===== config.mk =====
export PLATFORM = sky130hd
export DESIGN_NAME = sync_pulse_gen
export DESIGN_NICKNAME = d
export VERILOG_FILES = /design/src/rtl/sp_pkg.sv /design/src/rtl/sp_mode_decode.sv /design/src/rtl/sp_start_reg.sv /design/src/rtl/sp_sync_fsm.sv /design/src/rtl/sync_pulse_gen.sv
export SDC_FILE = /design/constraint.sdc
export NUM_CORES = 1
export LEC_CHECK = 0
export BUFFER_PORTS_ARGS = -buffer_cell sky130_fd_sc_hd__buf_2
export CAP_MARGIN = 20
export CELL_PAD_IN_SITES_DETAIL_PLACEMENT = 1
export CELL_PAD_IN_SITES_GLOBAL_PLACEMENT = 1
export CORE_MARGIN = 2
export CORE_UTILIZATION = 35
export DETAILED_ROUTE_END_ITERATION = 8
export PLACE_DENSITY = 0.68
export SLEW_MARGIN = 30
export SYNTH_ARGS = -nofsm -noshare
export SYNTH_HDL_FRONTEND = slang
export SYNTH_SLANG_ARGS = --single-unit

===== constraint.sdc =====
create_clock -name clk -period 7.8 [get_ports clk]
set_clock_uncertainty 0.2 [all_clocks]
set_input_delay 0.78 -clock clk [delete_from_list [all_inputs] [get_ports clk]]
set_output_delay 0.78 -clock clk [all_outputs]
set_load 0.01 [all_outputs]

===== src/rtl/sp_pkg.sv =====
package sp_pkg;

    typedef enum logic [1:0] {
        MD_CYCLIC   = 2'd0,
        MD_ONESHOT  = 2'd1,
        MD_CYC_ACK  = 2'd2,
        MD_ONE_ACK  = 2'd3
    } sp_mode_e;

    typedef enum logic [1:0] {
        ST_IDLE  = 2'd0,
        ST_WAIT  = 2'd1,
        ST_PULSE = 2'd2,
        ST_HOLD  = 2'd3
    } sp_state_e;

endpackage


===== src/rtl/sp_mode_decode.sv =====
module sp_mode_decode
    import sp_pkg::*;
#(
    parameter int CYC_W = 32,
    parameter int LEN_W = 16
) (
    input  logic [CYC_W-1:0] cycle_time,
    input  logic [LEN_W-1:0] pulse_len,
    output sp_mode_e         mode
);

    logic has_period;
    logic has_width;

    always_comb begin
        has_period = |cycle_time;
        has_width  = |pulse_len;
        unique case ({has_width, has_period})
            2'b11:   mode = MD_CYCLIC;
            2'b10:   mode = MD_ONESHOT;
            2'b01:   mode = MD_CYC_ACK;
            default: mode = MD_ONE_ACK;
        endcase
    end

endmodule


===== src/rtl/sp_start_reg.sv =====
module sp_start_reg #(
    parameter int TIME_W = 64,
    parameter bit LO_EXT = 1'b1
) (
    input  logic              clk,
    input  logic              rst_n,
    input  logic [TIME_W-1:0] sys_time,
    input  logic [TIME_W-1:0] wr_data,
    input  logic              wr_full,
    input  logic              wr_low,
    output logic [TIME_W-1:0] start_time,
    output logic              loaded
);

    localparam int HALF_W = TIME_W / 2;

    typedef struct packed {
        logic [TIME_W-1:0] start;
        logic              loaded;
    } reg_s;

    reg_s r_d, r_q;
    logic [TIME_W-1:0] low_value;

    generate
        if (LO_EXT) begin : g_ext
            logic [TIME_W-1:0] cand;
            logic [HALF_W-1:0] hi_bump;
            always_comb begin
                cand    = {sys_time[TIME_W-1:HALF_W], wr_data[HALF_W-1:0]};
                hi_bump = sys_time[TIME_W-1:HALF_W] + 1'b1;
                if (cand < sys_time) begin
                    low_value = {hi_bump, wr_data[HALF_W-1:0]};
                end else begin
                    low_value = cand;
                end
            end
        end else begin : g_plain
            always_comb begin
                low_value = {r_q.start[TIME_W-1:HALF_W], wr_data[HALF_W-1:0]};
            end
        end
    endgenerate

    always_comb begin
        r_d        = r_q;
        r_d.loaded = wr_full | wr_low;
        if (wr_full) begin
            r_d.start = wr_data;
        end else if (wr_low) begin
            r_d.start = low_value;
        end
    end

    always_ff @(posedge clk) begin
        if (!rst_n) begin
            r_q <= '0;
        end else begin
            r_q <= r_d;
        end
    end

    assign start_time = r_q.start;
    assign loaded     = r_q.loaded;

endmodule


===== src/rtl/sp_sync_fsm.sv =====
module sp_sync_fsm
    import sp_pkg::*;
#(
    parameter int TIME_W = 64,
    parameter int CYC_W  = 32,
    parameter int LEN_W  = 16
) (
    input  logic              clk,
    input  logic              rst_n,
    input  logic [TIME_W-1:0] sys_time,
    input  logic [TIME_W-1:0] start_time,
    input  logic              start_loaded,
    input  logic [CYC_W-1:0]  cfg_cycle,
    input  logic [LEN_W-1:0]  cfg_len,
    input  sp_mode_e          mode_in,
    input  logic              act_en,
    input  logic              auto_act,
    input  logic              ack,
    output logic              sync_out,
    output logic              start_err,
    output logic              arm_o,
    output logic              ack_mode_o,
    output logic              idle_o,
    output logic              wait_o
);

    localparam int               PAD_W   = TIME_W - CYC_W;
    localparam logic [LEN_W-1:0] LEN_ONE = LEN_W'(1);

    typedef struct packed {
        sp_state_e         st;
        sp_mode_e          mode;
        logic [TIME_W-1:0] due;
        logic [CYC_W-1:0]  per;
        logic [LEN_W-1:0]  len;
        logic [LEN_W-1:0]  left;
        logic              out;
        logic              err;
        logic              act;
    } fsm_s;

    fsm_s r_d, r_q;
    logic arm;
    logic hit;
    logic cyc;
    logic ack_md;
    logic [TIME_W-1:0] due_next;

    always_comb begin
        arm      = act_en & (~r_q.act | (auto_act & start_loaded));
        hit      = sys_time >= r_q.due;
        cyc      = (r_q.mode == MD_CYCLIC) || (r_q.mode == MD_CYC_ACK);
        ack_md   = (r_q.mode == MD_CYC_ACK) || (r_q.mode == MD_ONE_ACK);
        due_next = r_q.due + {{PAD_W{1'b0}}, r_q.per};

        r_d     = r_q;
        r_d.act = act_en;

        if (!act_en) begin
            r_d.st  = ST_IDLE;
            r_d.out = 1'b0;
            r_d.err = 1'b0;
        end else if (arm) begin
            r_d.out = 1'b0;
            if (start_time < sys_time) begin
                r_d.st  = ST_IDLE;
                r_d.err = 1'b1;
            end else begin
                r_d.st   = ST_WAIT;
                r_d.err  = 1'b0;
                r_d.due  = start_time;
                r_d.mode = mode_in;
                r_d.per  = cfg_cycle;
                r_d.len  = cfg_len;
            end
        end else begin
            unique case (r_q.st)
                ST_WAIT: begin
                    if (hit) begin
                        r_d.out  = 1'b1;
                        r_d.left = r_q.len;
                        if (cyc) begin
                            r_d.due = due_next;
                        end
                        r_d.st = ack_md ? ST_HOLD : ST_PULSE;
                    end
                end
                ST_PULSE: begin
                    if (cyc && hit) begin
                        r_d.left = r_q.len;
                        r_d.due  = due_next;
                    end else if (r_q.left == LEN_ONE) begin
                        r_d.out = 1'b0;
                        r_d.st  = cyc ? ST_WAIT : ST_IDLE;
                    end else begin
                        r_d.left = r_q.left - 1'b1;
                    end
                end
                ST_HOLD: begin
                    if (cyc && hit) begin
                        r_d.due = due_next;
                    end
                    if (ack) begin
                        r_d.out = 1'b0;
                        r_d.st  = cyc ? ST_WAIT : ST_IDLE;
                    end
                end
                default: begin
                    r_d.out = 1'b0;
                end
            endcase
        end
    end

    always_ff @(posedge clk) begin
        if (!rst_n) begin
            r_q <= '0;
        end else begin
            r_q <= r_d;
        end
    end

    assign sync_out   = r_q.out;
    assign start_err  = r_q.err;
    assign arm_o      = arm;
    assign ack_mode_o = ack_md;
    assign idle_o     = (r_q.st == ST_IDLE);
    assign wait_o     = (r_q.st == ST_WAIT);

endmodule


===== src/rtl/sync_pulse_gen.sv =====
module sync_pulse_gen
    import sp_pkg::*;
#(
    parameter int TIME_W = 64,
    parameter int CYC_W  = 32,
    parameter int LEN_W  = 16,
    parameter bit LO_EXT = 1'b1
) (
    input  logic              clk,
    input  logic              rst_n,
    input  logic [TIME_W-1:0] sys_time,
    input  logic [TIME_W-1:0] cfg_start,
    input  logic              start_wr,
    input  logic              start_lo_wr,
    input  logic [CYC_W-1:0]  cfg_cycle,
    input  logic [LEN_W-1:0]  cfg_len,
    input  logic              cfg_act_en,
    input  logic              cfg_auto_act,
    input  logic              sync_ack,
    output logic              sync0,
    output logic              start_err
);

    sp_mode_e          mode;
    logic [TIME_W-1:0] start_time;
    logic              start_loaded;
    logic              arm;
    logic              ack_mode;
    logic              fsm_idle;
    logic              fsm_wait;

    sp_mode_decode #(
        .CYC_W (CYC_W),
        .LEN_W (LEN_W)
    ) u_mode (
        .cycle_time (cfg_cycle),
        .pulse_len  (cfg_len),
        .mode       (mode)
    );

    sp_start_reg #(
        .TIME_W (TIME_W),
        .LO_EXT (LO_EXT)
    ) u_start (
        .clk        (clk),
        .rst_n      (rst_n),
        .sys_time   (sys_time),
        .wr_data    (cfg_start),
        .wr_full    (start_wr),
        .wr_low     (start_lo_wr),
        .start_time (start_time),
        .loaded     (start_loaded)
    );

    sp_sync_fsm #(
        .TIME_W (TIME_W),
        .CYC_W  (CYC_W),
        .LEN_W  (LEN_W)
    ) u_fsm (
        .clk          (clk),
        .rst_n        (rst_n),
        .sys_time     (sys_time),
        .start_time   (start_time),
        .start_loaded (start_loaded),
        .cfg_cycle    (cfg_cycle),
        .cfg_len      (cfg_len),
        .mode_in      (mode),
        .act_en       (cfg_act_en),
        .auto_act     (cfg_auto_act),
        .ack          (sync_ack),
        .sync_out     (sync0),
        .start_err    (start_err),
        .arm_o        (arm),
        .ack_mode_o   (ack_mode),
        .idle_o       (fsm_idle),
        .wait_o       (fsm_wait)
    );

endmodule


### Word level (Yosys, flattened, before mapping)

Index checks and enable logic that the tools add are counted.

* $add $sub $neg: 3
* $lt $le $gt $ge: 3
* bitwise logic cells: 9
* equality and inequality tests: 21
* multiplexer cells: 28
* reductions and logical operators: 18

Operators by type and width (count)
* $mux W64: 7
* $lt A64 B64 Y1: 2
* $pmux W64 S2: 1
* $mux W112: 1
* $add A64 B32 Y64: 1
* $ge A64 B64 Y1: 1
* $add A32 B1 Y32 const B: 1
* $mux W16: 2
* $pmux W16 S2: 1
* $reduce_or A32 Y1: 1
* $mux W17: 1
* $eq A16 B1 Y1 const B: 1
* $reduce_or A16 Y1: 1
* $sub A16 B1 Y16 const B: 1
* $eq A2 B2 Y1 const B: 6
* $ne A3 B2 Y1 const B: 4
* $pmux W2 S3: 2
* $mux W2: 5
* $reduce_and A5 Y1: 2
* $mux W1: 7
* $ne A2 B2 Y1 const B: 3
* $ne A3 B3 Y1 const B: 2
* $reduce_and A6 Y1: 1
* $not A1 Y1: 5
* other kinds (17): 23

* logic and storage cells: 93
* register bits after elaboration: 200
* bits of input ports: 183

### Logic depth before layout (Yosys ltp)

* depth in word-level cells: 7
* depth in mapped cells: 13
* gate-level depth less buffers: 12

### By module

A second synthesis with hierarchy kept.

* cell total of the unflattened synthesis: 1910
* area total of the unflattened synthesis: 15601.2 um^2

By module, submodules not included
* sp_sync_fsm: seq. area each 2702.6 um^2, times used 1, area an instance 11487.3 um^2, cells an instance 1462
* sp_start_reg: seq. area each 1301.2 um^2, times used 1, area an instance 4007.6 um^2, cells an instance 432
* sp_mode_decode: seq. area each 0.0 um^2, times used 1, area an instance 106.4 um^2, cells an instance 16

### Least setup slack after synthesis

Ideal clock, no wire load.

* path type: input to register
* start: input sys_time[15]
* end: register u_fsm.r_q[117] in the netlist's numbering
* stages on the path: 10
* required time: 7.526 ns
* setup slack: 4.191 ns
* setup time: 0.074 ns
* arrival: 3.335 ns
* path through: ha_1 > nand4_1 > or4_1 > o32a_1 > a211oi_2 > a221oi_2 > a31o_2 > buf_2 > or4_1 > a31oi_1

* word-level cells in the longest chain between the ends: 4
* elaborated cells between the ends (all ways): 7
* those cells by class: order compare (2); eq/ne (3); reduce/logical (2)

RTL lines
* start: declaration: RTL line sync_pulse_gen.sv:11 `input logic [TIME_W-1:0] sys_time,`
* $ge A64 B64 Y1: RTL line sp_sync_fsm.sv:51 `hit = sys_time >= r_q.due;`
* $logic_and A1 B1 Y1: RTL line sp_sync_fsm.sv:89, sp_sync_fsm.sv:100
* $ne A3 B1 Y1 (no source line)
* $reduce_and A6 Y1 (no source line) *
* end signal: assignment: RTL line sp_sync_fsm.sv:119 `r_q <= r_d;`
* end: declaration: RTL line sp_sync_fsm.sv:42 `fsm_s r_d, r_q;`

Every way passes the cells marked *; elsewhere a longest branch is shown, timed or not.
A chain may end at the register's enable or synchronous reset.

### Final worst setup path

* start: input sys_time[57]
* end: register u_fsm.r_q[123] in the netlist's numbering

The elaborated chain is that of the path after synthesis.

==> out/qor.yml <==
fillCellCount: 5198
layout.area.seq_um2: 4000
cts_hold_buf: 0
critPathMaxFanout: 44
clockPowerShare_pct: 36.2
p_leak_nw: 7.01
synth_area_um2: 14900
timing.hold.ws_ns: 0.254
pre_cts_ws_ns: 2.84
htreeDepth: 4
grt_use_total_pct: 25.9
yosys.area.top_type: "dfxtp_1"
netlist_instances: 1909
synthFlopType: "dfxtp_1"
met1_usage_pct: 31.8
cp-end-kind: "flop"
power.switching_mw: 0.880
switching_share_pct: 33.2
relSlewSlack_pct: 40.1
critPathKind: "input pin to flop"
grtUsageMet2_pct: 44.9
grt_overflow: 0
setup_viol: 0
dr.pass1.iters: 5
grt_pass1_vias: 15993
area_growth_pct: 13.8
cts_root_buffer: "clkbuf_16"
fin_cells: 2597
worst-slew-pin-transition_ns: 0.899
hold_path_class: "flop to flop"
ir_drop_v: 0.000107
combPwrFrac_pct: 21.2
powerDensity_nw_per_um2: 157
clk_pin_slew_worst_paths_ns: 0.08
post_cts_buffers: 0
gp_congestion: 0.911
synth_area_leaders: "dfxtp_1 27%, ha_1 17%, nand2_1 6.4%"
cp.arrival_ns: 4.75
vias: 15330
drcViolationCount: 0
vias_per_cell: 5.90
grt_setup_unrepaired: "no"
grt_max_degree: 79
max_freq_mhz: 223
clock_path_buffers: 2
grt_pass1_wl_mm: 88.8
final_antenna_net_count: 0
tns_ns: 0
fin_crit_sh_pct: 57.6
p_total_mw: 2.65
clock_latency_ns: 0.51
synth_cell_types: 75
numClockSinks: 200
synth_seq_cells: 200
placement_rows: 75
die_y_um: 210
die_w_um: 210
antenna_found_initial: 1
maxCapViolations: 0
cts-resized-gates: 0
yosysSeqAreaShare_pct: 26.9
setup_ws_ns: 3.31
synth_top_area_share_pct: 26.9
fin_crit_ns: 4.49
drt_iter0_drc: 894
numCtsBuffers: 17
hold_violations: 0
cp.required_ns: 8.06
start_kind: "input pin"
dp_hpwl_mm: 43.8
yosys_warnings: 0
drive_above_1_share_pct: 12.7
busiest_layer: "met2"
synth-edff-count: 0
dieArea_um2: 44200
tritoncts: "built"
placedCellCount: 2563
io_pins: 185
nets: 2425
p_int_mw: 1.77
wl_mm: 57.0
finalMaxSlewViolations: 0
io_buffers: 184
use_met3_pct: 4.47
start_util_pct: 35.5
core_area_um2: 41900
syn_avg_cell_area_um2: 7.80
synth_commonest_cells: "252 x nand2_1, 200 x dfxtp_1, 197 x ha_1, 178 x a21oi_1, 148 x inv_1"
syn_nets: 2290
synth.most_common_cell: "nand2_1"
run_status: "complete, no violations"
power_frac_seq_pct: 42.6
multi_input_area_um2: 10000
wl_per_cell_um: 22.0
synthArstFlopShare_pct: 0
## worst max-delay path, stage by stage
cell	delay (ns)
buf_2	0.12
inv_1	0.08
ha_1	0.32
a211oi_1	0.27
o21ai_0	0.15
a221oi_1	0.38
o21ai_0	0.26
a2bb2oi_1	0.37
o21a_2	0.79
nand2_1	0.69
o21ai_0	0.36
a221o_1	0.17
## final timing paths
kind	end	cells past startpoint	slack, ns	start
worst max register to register	u_fsm.r_q[107]$_SDFFE_PN0P_	13	3.39	u_fsm.r_q[84]$_SDFFE_PN0P_
worst min-delay path	u_fsm.r_q[25]$_SDFFE_PN0P_	2	0.25	u_fsm.r_q[25]$_SDFFE_PN0P_
worst max-delay path	u_fsm.r_q[123]$_SDFFE_PN0P_	12	3.31	sys_time[57]
worst min register to register	u_fsm.r_q[25]$_SDFFE_PN0P_	2	0.25	u_fsm.r_q[25]$_SDFFE_PN0P_
## state kept, by name (all words and copies together), names as in the netlist
signal,count
u_fsm.r_q,133
u_start.start_time,64
u_fsm.start_err,1
u_fsm.sync_out,1
u_start.loaded,1
## power by group through the flow
stage | Sequential, mW | Combinational, mW | Clock, mW
2_1_floorplan | 1.13 | 0.352 | 0
3_3_place_gp | 1.15 | 0.538 | 0
3_5_place_dp | 1.15 | 0.559 | 0
4_1_cts | 1.13 | 0.564 | 0.984
5_1_grt | 1.14 | 0.632 | 1.02
6_report | 1.13 | 0.563 | 0.960
## cell type report
| type | count | area share, % |
|---|---|---|
| antenna | 1 | 0.0148 |
| clock buffer | 17 | 2.51 |
| clock inverter | 15 | 0.997 |
| inverter | 152 | 3.38 |
| multi-input combinational | 1471 | 59.3 |
| sequential | 200 | 23.6 |
| tap | 539 | 3.98 |
| timing repair buffer | 202 | 6.23 |
## kinds of logic after synthesis
family,share of synthesized area (%)
AO/OA/AOI/OAI,27.0
XOR/XNOR,2.94
adder cells (fa/ha/maj),16.7
buffers and inverters,6.07
flip-flops,26.9
multiplexers,0.672
AND/OR/NAND/NOR,19.8
## cell usage in the layout (no fill, tap or decap), types with 18 or more instances in the layout
master / synthesis / layout
a31oi_1: 22 / 22
dfxtp_1: 200 / 200
nand2b_1: 18 / 18
a21o_1: 34 / 34
inv_1: 148 / 148
a221oi_1: 31 / 31
o21a_1: 21 / 20
nor2_1: 75 / 73
buf_2: 9 / 184
o22ai_1: 20 / 20
nor4_1: 32 / 31
a21oi_1: 178 / 178
a22oi_1: 21 / 21
buf_4: 0 / 18
nor3_1: 40 / 39
o21ai_0: 117 / 117
nand3_1: 50 / 50
ha_1: 197 / 197
nand4_1: 61 / 61
a22o_1: 33 / 33
xnor2_1: 41 / 41
nand2_1: 252 / 250
## layer usage
layer | wire length (um) | vias up
met3 | 2190 | 84
met2 | 27900 | 312
met4 | 1910 | 0
met5 | 0 | -
li1 | - | 7344
met1 | 25000 | 7590
## through the flow
stage / area, um^2 / util [%]
2_1_floorplan: 14900 / -
3_3_place_gp: 16300 / 38.9
3_5_place_dp: 16300 / 38.9
4_1_cts: 16900 / 40.4
5_1_grt: 16900 / 40.4
6_report: 16900 / 40.4
Note: power is estimated with default switching activity, not from simulation.
